<file path="src/rtl/vpd_pkg.sv">
package vpd_pkg;
  typedef enum logic [3:0] {
    S_IDLE, S_EWEN, S_EWEN_W, S_WR, S_WR_W, S_POLL, S_POLL_W,
    S_RD, S_RD_W, S_NEXT, S_FIN
  } seq_state_t;

  typedef enum logic [2:0] {
    E_IDLE, E_GAP, E_SHIFT, E_PGAP, E_POLL, E_PEND
  } eng_state_t;

  localparam logic [1:0] OP_READ  = 2'b10;
  localparam logic [1:0] OP_WRITE = 2'b01;
  localparam logic [1:0] OP_EWEN  = 2'b00;
endpackage

</file>
<file path="src/rtl/vpd_sk_gen.sv">
module vpd_sk_gen #(
  parameter int DIV = 64
) (
  input  logic clk,
  input  logic rst_n,
  output logic sk,
  output logic rise_tick,
  output logic fall_tick
);
  localparam int CW   = (DIV > 2) ? $clog2(DIV) : 1;
  localparam int HALF = DIV / 2;

  logic [CW-1:0] cnt_q, cnt_d;
  logic          sk_q, sk_d;

  always_comb begin
    rise_tick = (cnt_q == CW'(HALF - 1));
    fall_tick = (cnt_q == CW'(DIV - 1));
    cnt_d     = fall_tick ? '0 : cnt_q + 1'b1;
    sk_d      = sk_q;
    if (rise_tick)      sk_d = 1'b1;
    else if (fall_tick) sk_d = 1'b0;
  end

  always_ff @(posedge clk or negedge rst_n) begin
    if (!rst_n) begin
      cnt_q <= '0;
      sk_q  <= 1'b0;
    end else begin
      cnt_q <= cnt_d;
      sk_q  <= sk_d;
    end
  end

  assign sk = sk_q;
endmodule

</file>
<file path="src/rtl/vpd_uwire.sv">
module vpd_uwire
  import vpd_pkg::*;
#(
  parameter int FW = 25,
  parameter int LW = 5
) (
  input  logic          clk,
  input  logic          rst_n,
  input  logic          rise_tick,
  input  logic          fall_tick,
  input  logic          go_frame,
  input  logic          go_poll,
  input  logic [FW-1:0] tx_vec,
  input  logic [LW-1:0] tx_len,
  input  logic          ee_do,
  output logic          cs,
  output logic          di,
  output logic [15:0]   rx_word,
  output logic          done
);
  eng_state_t    st_q, st_d;
  logic [FW-1:0] sreg_q, sreg_d;
  logic [LW-1:0] cnt_q, cnt_d;
  logic          cs_q, cs_d, di_q, di_d, done_q, done_d;
  logic [15:0]   rx_q, rx_d;

  always_comb begin
    st_d   = st_q;
    sreg_d = sreg_q;
    cnt_d  = cnt_q;
    cs_d   = cs_q;
    di_d   = di_q;
    rx_d   = rx_q;
    done_d = 1'b0;
    unique case (st_q)
      E_IDLE: begin
        if (go_frame) begin
          st_d   = E_GAP;
          sreg_d = tx_vec;
          cnt_d  = tx_len;
        end else if (go_poll) begin
          st_d = E_PGAP;
        end
      end
      E_GAP: begin
        if (fall_tick) begin
          st_d   = E_SHIFT;
          cs_d   = 1'b1;
          di_d   = sreg_q[FW-1];
          sreg_d = {sreg_q[FW-2:0], 1'b0};
          cnt_d  = cnt_q - 1'b1;
        end
      end
      E_SHIFT: begin
        if (rise_tick) rx_d = {rx_q[14:0], ee_do};
        if (fall_tick) begin
          if (cnt_q == '0) begin
            cs_d   = 1'b0;
            di_d   = 1'b0;
            st_d   = E_IDLE;
            done_d = 1'b1;
          end else begin
            di_d   = sreg_q[FW-1];
            sreg_d = {sreg_q[FW-2:0], 1'b0};
            cnt_d  = cnt_q - 1'b1;
          end
        end
      end
      E_PGAP: begin
        if (fall_tick) begin
          cs_d = 1'b1;
          st_d = E_POLL;
        end
      end
      E_POLL: begin
        if (rise_tick && ee_do) st_d = E_PEND;
      end
      E_PEND: begin
        if (fall_tick) begin
          cs_d   = 1'b0;
          st_d   = E_IDLE;
          done_d = 1'b1;
        end
      end
      default: st_d = E_IDLE;
    endcase
  end

  always_ff @(posedge clk or negedge rst_n) begin
    if (!rst_n) begin
      st_q   <= E_IDLE;
      sreg_q <= '0;
      cnt_q  <= '0;
      cs_q   <= 1'b0;
      di_q   <= 1'b0;
      rx_q   <= '0;
      done_q <= 1'b0;
    end else begin
      st_q   <= st_d;
      sreg_q <= sreg_d;
      cnt_q  <= cnt_d;
      cs_q   <= cs_d;
      di_q   <= di_d;
      rx_q   <= rx_d;
      done_q <= done_d;
    end
  end

  assign cs      = cs_q;
  assign di      = di_q;
  assign rx_word = rx_q;
  assign done    = done_q;
endmodule

</file>
<file path="src/rtl/vpd_seq.sv">
module vpd_seq
  import vpd_pkg::*;
#(
  parameter int AW = 6,
  parameter int FW = 25,
  parameter int LW = 5
) (
  input  logic          clk,
  input  logic          rst_n,
  input  logic          start,
  input  logic          dir_wr,
  input  logic [AW-1:0] base_addr,
  input  logic [31:0]   wdata,
  input  logic          eng_done,
  output logic          go_frame,
  output logic          go_poll,
  output logic [FW-1:0] tx_vec,
  output logic [LW-1:0] tx_len,
  output logic          busy,
  output logic          done,
  output logic          rd_load,
  output logic          rd_hi
);
  seq_state_t    st_q, st_d;
  logic          dir_q, dir_d, widx_q, widx_d;
  logic [AW-1:0] base_q, base_d, cur_addr;
  logic [15:0]   cur_data;

  always_comb begin
    cur_addr = base_q + {{(AW-1){1'b0}}, widx_q};
    cur_data = widx_q ? wdata[31:16] : wdata[15:0];
  end

  always_comb begin
    st_d     = st_q;
    dir_d    = dir_q;
    widx_d   = widx_q;
    base_d   = base_q;
    go_frame = 1'b0;
    go_poll  = 1'b0;
    tx_vec   = '0;
    tx_len   = '0;
    done     = 1'b0;
    rd_load  = 1'b0;
    unique case (st_q)
      S_IDLE: begin
        if (start) begin
          dir_d  = dir_wr;
          base_d = base_addr;
          widx_d = 1'b0;
          st_d   = dir_wr ? S_EWEN : S_RD;
        end
      end
      S_EWEN: begin
        go_frame = 1'b1;
        tx_vec   = {1'b1, OP_EWEN, 2'b11, {(AW-2){1'b0}}, 16'h0000};
        tx_len   = LW'(3 + AW);
        st_d     = S_EWEN_W;
      end
      S_EWEN_W: if (eng_done) st_d = S_WR;
      S_WR: begin
        go_frame = 1'b1;
        tx_vec   = {1'b1, OP_WRITE, cur_addr, cur_data};
        tx_len   = LW'(FW);
        st_d     = S_WR_W;
      end
      S_WR_W: if (eng_done) st_d = S_POLL;
      S_POLL: begin
        go_poll = 1'b1;
        st_d    = S_POLL_W;
      end
      S_POLL_W: if (eng_done) st_d = S_NEXT;
      S_RD: begin
        go_frame = 1'b1;
        tx_vec   = {1'b1, OP_READ, cur_addr, 16'h0000};
        tx_len   = LW'(FW);
        st_d     = S_RD_W;
      end
      S_RD_W: begin
        if (eng_done) begin
          rd_load = 1'b1;
          st_d    = S_NEXT;
        end
      end
      S_NEXT: begin
        if (widx_q) begin
          st_d = S_FIN;
        end else begin
          widx_d = 1'b1;
          st_d   = dir_q ? S_EWEN : S_RD;
        end
      end
      S_FIN: begin
        done = 1'b1;
        st_d = S_IDLE;
      end
      default: st_d = S_IDLE;
    endcase
  end

  always_ff @(posedge clk or negedge rst_n) begin
    if (!rst_n) begin
      st_q   <= S_IDLE;
      dir_q  <= 1'b0;
      widx_q <= 1'b0;
      base_q <= '0;
    end else begin
      st_q   <= st_d;
      dir_q  <= dir_d;
      widx_q <= widx_d;
      base_q <= base_d;
    end
  end

  assign busy  = (st_q != S_IDLE);
  assign rd_hi = widx_q;
endmodule

</file>
<file path="src/rtl/vpd_eeprom_bridge.sv">
module vpd_eeprom_bridge
  import vpd_pkg::*;
#(
  parameter int AW  = 6,
  parameter int DIV = 64
) (
  input  logic        clk,
  input  logic        rst_n,
  input  logic        host_addr_we,
  input  logic        host_data_we,
  input  logic [31:0] host_wdata,
  output logic [31:0] vpd_addr_q,
  output logic [31:0] vpd_data_q,
  output logic        ee_cs,
  output logic        ee_sk,
  output logic        ee_di,
  input  logic        ee_do
);
  localparam int BAW = AW + 1;
  localparam int FW  = 3 + AW + 16;
  localparam int LW  = $clog2(FW + 1);

  logic [1:0]     rst_pipe_q;
  logic           rst_core_n;
  logic           flag_q, flag_d;
  logic [BAW-1:0] baddr_q, baddr_d;
  logic [31:0]    data_q, data_d;
  logic           accept;
  logic           rise_tick, fall_tick;
  logic           go_frame, go_poll, eng_done;
  logic [FW-1:0]  tx_vec;
  logic [LW-1:0]  tx_len;
  logic [15:0]    rx_word;
  logic           seq_busy, seq_done, rd_load, rd_hi;

  always_ff @(posedge clk or negedge rst_n) begin
    if (!rst_n) rst_pipe_q <= 2'b00;
    else        rst_pipe_q <= {rst_pipe_q[0], 1'b1};
  end
  assign rst_core_n = rst_pipe_q[1];

  assign accept = host_addr_we && !seq_busy;

  always_comb begin
    flag_d  = flag_q;
    baddr_d = baddr_q;
    data_d  = data_q;
    if (accept) begin
      flag_d  = host_wdata[31];
      baddr_d = host_wdata[BAW-1:0];
    end else if (seq_done) begin
      flag_d = ~flag_q;
    end
    if (host_data_we && !seq_busy) begin
      data_d = host_wdata;
    end else if (rd_load) begin
      if (rd_hi) data_d[31:16] = rx_word;
      else       data_d[15:0]  = rx_word;
    end
  end

  always_ff @(posedge clk or negedge rst_core_n) begin
    if (!rst_core_n) begin
      flag_q  <= 1'b0;
      baddr_q <= '0;
      data_q  <= '0;
    end else begin
      flag_q  <= flag_d;
      baddr_q <= baddr_d;
      data_q  <= data_d;
    end
  end

  assign vpd_addr_q = {flag_q, {(31-BAW){1'b0}}, baddr_q};
  assign vpd_data_q = data_q;

  vpd_sk_gen #(.DIV(DIV)) u_sk (
    .clk       (clk),
    .rst_n     (rst_core_n),
    .sk        (ee_sk),
    .rise_tick (rise_tick),
    .fall_tick (fall_tick)
  );

  vpd_seq #(.AW(AW), .FW(FW), .LW(LW)) u_seq (
    .clk       (clk),
    .rst_n     (rst_core_n),
    .start     (accept),
    .dir_wr    (host_wdata[31]),
    .base_addr (host_wdata[AW:1]),
    .wdata     (data_q),
    .eng_done  (eng_done),
    .go_frame  (go_frame),
    .go_poll   (go_poll),
    .tx_vec    (tx_vec),
    .tx_len    (tx_len),
    .busy      (seq_busy),
    .done      (seq_done),
    .rd_load   (rd_load),
    .rd_hi     (rd_hi)
  );

  vpd_uwire #(.FW(FW), .LW(LW)) u_eng (
    .clk       (clk),
    .rst_n     (rst_core_n),
    .rise_tick (rise_tick),
    .fall_tick (fall_tick),
    .go_frame  (go_frame),
    .go_poll   (go_poll),
    .tx_vec    (tx_vec),
    .tx_len    (tx_len),
    .ee_do     (ee_do),
    .cs        (ee_cs),
    .di        (ee_di),
    .rx_word   (rx_word),
    .done      (eng_done)
  );
endmodule

</file>
<file path="config.mk">
export PLATFORM = sky130hd
export DESIGN_NAME = vpd_eeprom_bridge
export DESIGN_NICKNAME = d
export VERILOG_FILES = /design/src/rtl/vpd_pkg.sv /design/src/rtl/vpd_sk_gen.sv /design/src/rtl/vpd_uwire.sv /design/src/rtl/vpd_seq.sv /design/src/rtl/vpd_eeprom_bridge.sv
export SDC_FILE = /design/constraint.sdc
export NUM_CORES = 1
export LEC_CHECK = 0
export ABC_AREA = 1
export BUFFER_PORTS_ARGS = -buffer_cell sky130_fd_sc_hd__buf_4
export CELL_PAD_IN_SITES_DETAIL_PLACEMENT = 2
export CELL_PAD_IN_SITES_GLOBAL_PLACEMENT = 2
export CORE_ASPECT_RATIO = 1.4
export CORE_MARGIN = 2
export CORE_UTILIZATION = 34
export CTS_BUF_LIST = sky130_fd_sc_hd__clkbuf_8
export CTS_CLUSTER_SIZE = 28
export DETAILED_ROUTE_END_ITERATION = 10
export GPL_ROUTABILITY_DRIVEN = 0
export PLACE_DENSITY_LB_ADDON = 0.15
export SYNTH_ARGS = -nofsm -noshare
export SYNTH_HDL_FRONTEND = slang
export SYNTH_SLANG_ARGS = --single-unit
</file>
<file path="constraint.sdc">
create_clock -name clk -period 3.8 [get_ports clk]
set_clock_uncertainty 0.1 [all_clocks]
set_input_delay 0.57 -clock clk [delete_from_list [all_inputs] [get_ports clk]]
set_output_delay 0.57 -clock clk [all_outputs]
set_load 0.02 [all_outputs]
</file>
==> results of run 1 <==
-- critical path: cells and delay by family (launching register included) --
| family | cells | cell delay [ps] |
|---|---|---|
| buffers and inverters | 2 | 200 |
| adders and majority gates | 1 | 230 |
| and+or+nand+nor | 4 | 1250 |
| DFF | 1 | 400 |
| AOI/OAI and AO/OA | 1 | 120 |
-- where the power goes --
| part | internal [mW] | switching (mW) |
|---|---|---|
| registers | 1.19 | 0.0683 |
| logic | 0.202 | 0.535 |
| clock network | 0.385 | 0.421 |
| total | 1.78 | 1.02 |
-- sequential cells by signal, indices dropped and copies added (netlist names) --
signal	count
u_eng.st_q	3
u_eng.cs	1
vpd_data_q	32
baddr_q	7
rst_pipe_q	2
u_eng.done	1
u_seq.rd_hi	1
u_eng.sreg_q	25
u_eng.di	1
u_seq.dir_q	1
u_sk.cnt_q	6
u_eng.rx_word	16
flag_q	1
u_eng.cnt_q	5
u_seq.st_q	4
u_sk.sk	1
-- Yosys cell counts (all sizes together) (3+ instances only) --
| cell type | count | area (sq um) |
|---|---|---|
| mux2 | 13 | 146 |
| a21oi | 13 | 68.8 |
| xor2 | 4 | 35.0 |
| clkbuf | 3 | 11.3 |
| nor2 | 49 | 269 |
| nand3 | 49 | 268 |
| nand4 | 3 | 18.8 |
| inv | 54 | 205 |
| a21boi | 14 | 105 |
| buf | 46 | 362 |
| nand2 | 302 | 1150 |
| ha | 5 | 62.6 |
| o21ai | 49 | 317 |
| dfrtp | 107 | 2680 |
-- layout make-up --
class                      instances  area, sq um  area share, %
clock buffer                      10          138           2.09
timing repair buffer              85          641           9.71
clock inverter                     5         80.1           1.21
multi-input combinational        535         2600           39.4
tap                              203          254           3.85
sequential                       107         2680           40.6
inverter                          54          205           3.11
-- metrics by stage --
| stage | setup slack (ps) | area [sq um] |
|---|---|---|
| detailed placement | 1450 | 6370 |
| global route | 1160 | 6600 |
| finish | 1400 | 6600 |
| global placement | 1560 | 6370 |
| floorplan | 499 | 5860 |
| CTS | 1370 | 6600 |
-- routing by layer --
metal	GRT usage, %	share of wire, %	vias to the layer above
met5	0	0	-
met4	6.04	1.5	0
met3	2.18	1.8	17
met2	41.4	57	63
met1	24.0	40	2556
li1	-	-	2350
-- worst min path at each step --
stage / startpoint / end / slack (ps) / depth (start not counted)
finish: rst_pipe_q[1] / vpd_data_q[14] / 270 / 0
global route: host_wdata[11] / vpd_data_q[11] / 290 / 3
CTS: host_wdata[11] / vpd_data_q[11] / 270 / 3
detailed placement: rst_n / rst_pipe_q[1] / 250 / 1
global placement: rst_pipe_q[0] / rst_pipe_q[1] / 240 / 0
floorplan: rst_n / rst_pipe_q[0] / 170 / 0
-- cells by family after synthesis --
group | synth area share (%)
AND/OR/NAND/NOR | 29.9
flip-flops | 46.4
buffers and inverters | 10.0
AO/OA/AOI/OAI | 9.04
multiplexers | 2.54
XOR/XNOR | 0.911
adder cells (fa/ha/maj) | 1.08
other | 0.130
-- repair_timing --
item / in CTS / in global routing
hold buffers: 1 / 0
gates resized for setup: 0 / 0
endpoints found under the hold margin: 2 / 0
==> run_results.csv, run 1 <==
group,metric,value,unit
run_status,status,"complete, no violations",
setup_path,critPathMaxFanout,42,
route,wire_per_inst,18.2,microns
job,cap_violations,0,
layout,layout-drive-gt1-share,20.5,%
sta,timing.final.crit_share,63.2,%
sta,finalSetupViolations,0,
floorplanning,die_y,158,microns
cts,ctsLongestPathBuffers,2,
cts,cts_root_buffer,"clkbuf_8",
cts,cts_setup_buffers,0,
yosys,syn_inst,722,
cts,path_clk_slew,110,ps
cts,cts.sinks,107,
sta,final.setup.tns,0,ps
setup_path,startpoint_type,"flop",
floorplanning,initial_core_util,34.6,%
setup_path,crit_type,"reg2reg",
sta,hold_slack,271,ps
setup_path,crit_path_end,"u_eng.sreg_q[7]",
yosys,synth_top_flop_cell,"dfrtp_1",
floorplanning,pin_count,104,
power_and_ir_drop,p_per_area,425,nW/um^2
cts,clk_latency,400,ps
hold_path,hp-class,"reg2async",
setup_path,timing.rr.end,"u_eng.sreg_q[7]",
setup_path,critPathArrivalTime,2600,ps
sta,slew_viol_final,0,
sta,worstMarginPinSlew,969,ps
layout,area_delta_synth_final,14.4,%
setup_path,cp_slowest_stage_delay,710,ps
route,drcViolationCount,0,
route,postRouteAntennaNets,0,
global_route,grt_pass1_vias,5617,
power_and_ir_drop,finalPower,2.81,mW
layout,diodes,0,
setup_path,critPathCaptureType,"flop",
global_route,antenna_found_initial,0,
route,vias_per_cell,4.99,
route,vias,4986,
cts,numCtsBuffers,9,
yosys,yosysUniqueCellTypes,36,
global_route,grt_overflow,0,
yosys,synth_warnings,0,
sta,post-route-min-period,2400,ps
layout,final_util,39.6,%
setup_path,cp_cell_sequence,"inv_1 > ha_1 > nand3b_1 > nor2_4 > inv_1 > nand2_2 > nand2_1 > o21ai_2",
global_route,grt_usage,21.2,%
floorplanning,dieArea,18000,sq um
yosys,synthArstFlopShare,100,%
layout,layout_common_cells,"298 x nand2_1, 106 x dfrtp_1, 84 x buf_4",
sta,clock.fmax,416,MHz
cts,cts_tree,"done",
place,placed_cells,983,
yosys,synth_edf_count,0,
yosys,syn_avg_cell_area,7.99,sq um
route,drt_pass1_iterations,4,
setup_path,r2r-start,"u_eng.cnt_q[0]",
route,drt_wl_total,18200,microns
yosys,ys_seq_area_share,46.4,%
layout,final-instance-count-excl-fill,999,
sta,relSlewSlack,35.1,%
setup_path,ff2ff_path_depth,8,
floorplanning,core-area,16700,sq um
power_and_ir_drop,vdd_drop_max,0.000221,V
place,hpwl,13800,microns
global_route,grt_max_degree,46,
setup_path,startpoint,"u_eng.cnt_q[0]",
floorplanning,die_w,114,microns
place,portBuffers,79,
route,drt_iter0_drc,130,
setup_path,r2r_setup_slack,1400,ps
setup_path,crit_slowest_cell,"nand2_2",
power_and_ir_drop,power.leakage,3.46,nW
global_route,grt_pass1_wl,29600,microns
setup_path,path_common_cell,"inv_1",
sta,rsz0062_at_grt,"no",
cts,htreeDepth,3,
floorplanning,rows,56,
layout,fill_cells,1988,
layout,final_common_cell,"nand2_1",
layout,nNetsFinal,834,
yosys,syn-cell-area,5770,sq um
setup_path,worst_ep_required_time,4000,ps
yosys,synth-seq-cells,107,
sta,hold_violations,0,
Note: power is estimated with default switching activity, not from simulation.
==> inputs of run 2 (changes only) <==
clock period = 2.4 ns   (was 3.8 ns; I/O delays follow)
==> run_results.csv, run 2 (synthesis results as in run 1) <==
group,metric,value,unit
setup_path,cp_cell_sequence,"nor2_2 > nand2_1 > inv_1 > nand2_4 > inv_4 > nor2_4 > nor2_1 > a21oi_2",
cts,cts_root_buffer,"clkbuf_8",
setup_path,critPathMaxFanout,34,
sta,hold_violations,0,
route,drt_iter0_drc,161,
cts,path_clk_slew,120,ps
sta,finalSetupViolations,0,
place,hpwl,14100,microns
power_and_ir_drop,swShare,35.7,%
route,drt_wl_total,18000,microns
floorplanning,rows,56,
place,portBuffers,79,
global_route,antenna_found_initial,0,
cts,ctsResizeCount,0,
layout,layout_common_cells,"298 x nand2_1, 106 x dfrtp_1, 88 x buf_4",
cts,numCtsBuffers,9,
route,drt_pass1_iterations,4,
global_route,grt_pass1_wl,29600,microns
run_status,status,"complete, no violations",
cts,cts.sinks,107,
setup_path,startpoint_type,"flop",
floorplanning,core-area,16700,sq um
power_and_ir_drop,vdd_drop_max,0.000296,V
route,wire_per_inst,17.9,microns
power_and_ir_drop,finalPower,4.50,mW
floorplanning,die_y,158,microns
layout,diodes,0,
layout,fill_cells,1946,
floorplanning,die_w,114,microns
power_and_ir_drop,seqPwrFrac,44.4,%
power_and_ir_drop,internal-power,2.89,mW
sta,slew_viol_final,0,
layout,layout-drive-gt1-share,21.4,%
cts,cts_tree,"done",
power_and_ir_drop,p_per_area,671,nW/um^2
setup_path,critPathCaptureType,"flop",
power_and_ir_drop,p_sw,1.61,mW
sta,post-route-min-period,2180,ps
cts,cts_setup_buffers,0,
sta,clock.fmax,458,MHz
power_and_ir_drop,power.leakage,3.52,nW
sta,relSlewSlack,58.6,%
global_route,grt_overflow,0,
layout,largest_reg_flops,32,
setup_path,crit_buf_inv,2,
floorplanning,initial_core_util,34.6,%
cts,htreeDepth,3,
layout,area_delta_synth_final,16.3,%
global_route,grt_pass1_vias,5610,
setup_path,cp_top_family,"simple AND/OR/NAND/NOR gates",
setup_path,crit_type,"reg2reg",
global_route,grt_max_degree,35,
route,postRouteAntennaNets,0,
layout,regArea,2680,sq um
floorplanning,pin_count,104,
layout,final_common_cell,"nand2_1",
power_and_ir_drop,p_comb_share,28.0,%
setup_path,cp_slowest_stage_delay,460,ps
global_route,grt_usage,21.4,%
sta,fin_ws,218,ps
layout,nNetsFinal,842,
setup_path,worst_ep_required_time,2580,ps
route,vias,4914,
sta,timing.final.crit_share,90.9,%
hold_path,hp-class,"in2reg",
floorplanning,dieArea,18000,sq um
cts,ctsLongestPathBuffers,2,
setup_path,crit_slowest_cell,"dfrtp_1",
power_and_ir_drop,pwr-share-clk,27.5,%
job,cap_violations,0,
sta,final.setup.tns,0,ps
layout,multi_input_area,2600,sq um
place,dp_slack,228,ps
route,vias_per_cell,4.88,
sta,worstMarginPinSlew,615,ps
cts,clk_latency,390,ps
route,drcViolationCount,0,
setup_path,critPathArrivalTime,2360,ps
sta,rsz0062_at_grt,"no",
==> run 2: cell types whose count changed in the layout (fill, tap and decap cells not counted), sizes merged <==
cell    before  now
buf         84   92
clkbuf      10    9
clkinv       1    3
==> run 2: power by group through the flow <==
stage	Sequential (mW)	Clock [mW]	Combinational [mW]
global placement	2.02	0	1.23
detailed placement	2.04	0	1.28
finish	2.00	1.24	1.26
global route	2.02	1.35	1.43
floorplan	2.03	0	0.983
CTS	2.00	1.29	1.29
==> run 2: layer usage <==
metal  routed length [microns]  global-route usage [%]
met1                      7350                    24.5
met5                         0                       0
met4                       357                    6.97
met3                       295                    2.26
met2                     10000                    41.0
==> run 2: stage by stage <==
step / hold WS [ps] / instance area, sq um / cells / utilization (%)
3_5_place_dp: 46.0 / 6480 / 991 / 38.9
5_1_grt: 67.8 / 6710 / 1008 / 40.2
2_1_floorplan: -35.6 / 5860 / 745 / -
6_report: 74.1 / 6710 / 1008 / 40.2
3_3_place_gp: 43.1 / 6480 / 991 / 38.9
4_1_cts: 58.9 / 6710 / 1008 / 40.2
==> run 2: worst register-to-register path, delay by kind of cell, from the launching register on <==
family	cells	cell delay, ps
and+or+nand+nor	5	980
DFF	1	460
AOI/OAI and AO/OA	1	40
buffers and inverters	2	500
==> run 2: final timing paths <==
kind | from | end | slack [ps] | depth (start not counted)
worst max-delay path | u_seq.st_q[2] | vpd_data_q[15] | 220 | 8
worst min-delay path | host_wdata[27] | vpd_data_q[27] | 70 | 3
worst max register to register | u_seq.st_q[2] | vpd_data_q[15] | 220 | 8
worst min register to register | rst_pipe_q[1] | vpd_data_q[11] | 210 | 0
max in group asynchronous | rst_pipe_q[1] | baddr_q[5] | 1350 | 1
min in group asynchronous | rst_n | rst_pipe_q[1] | 160 | 2
==> run 2: timing repair <==
item                                    in CTS  in global routing
hold buffers                                 1                  0
endpoints found under the setup margin       0                  0
hold endpoints to repair                     2                  0
==> run 2: cell type report <==
type                    instances  share of cell area [%]
flip-flops and latches        107                    40.0
well taps                     203                    3.79
clock buffers                   9                    1.85
clock inverters                 7                    1.40
repair buffers                 93                    11.2
multi-input cells             535                    38.8
inverters                      54                    3.06
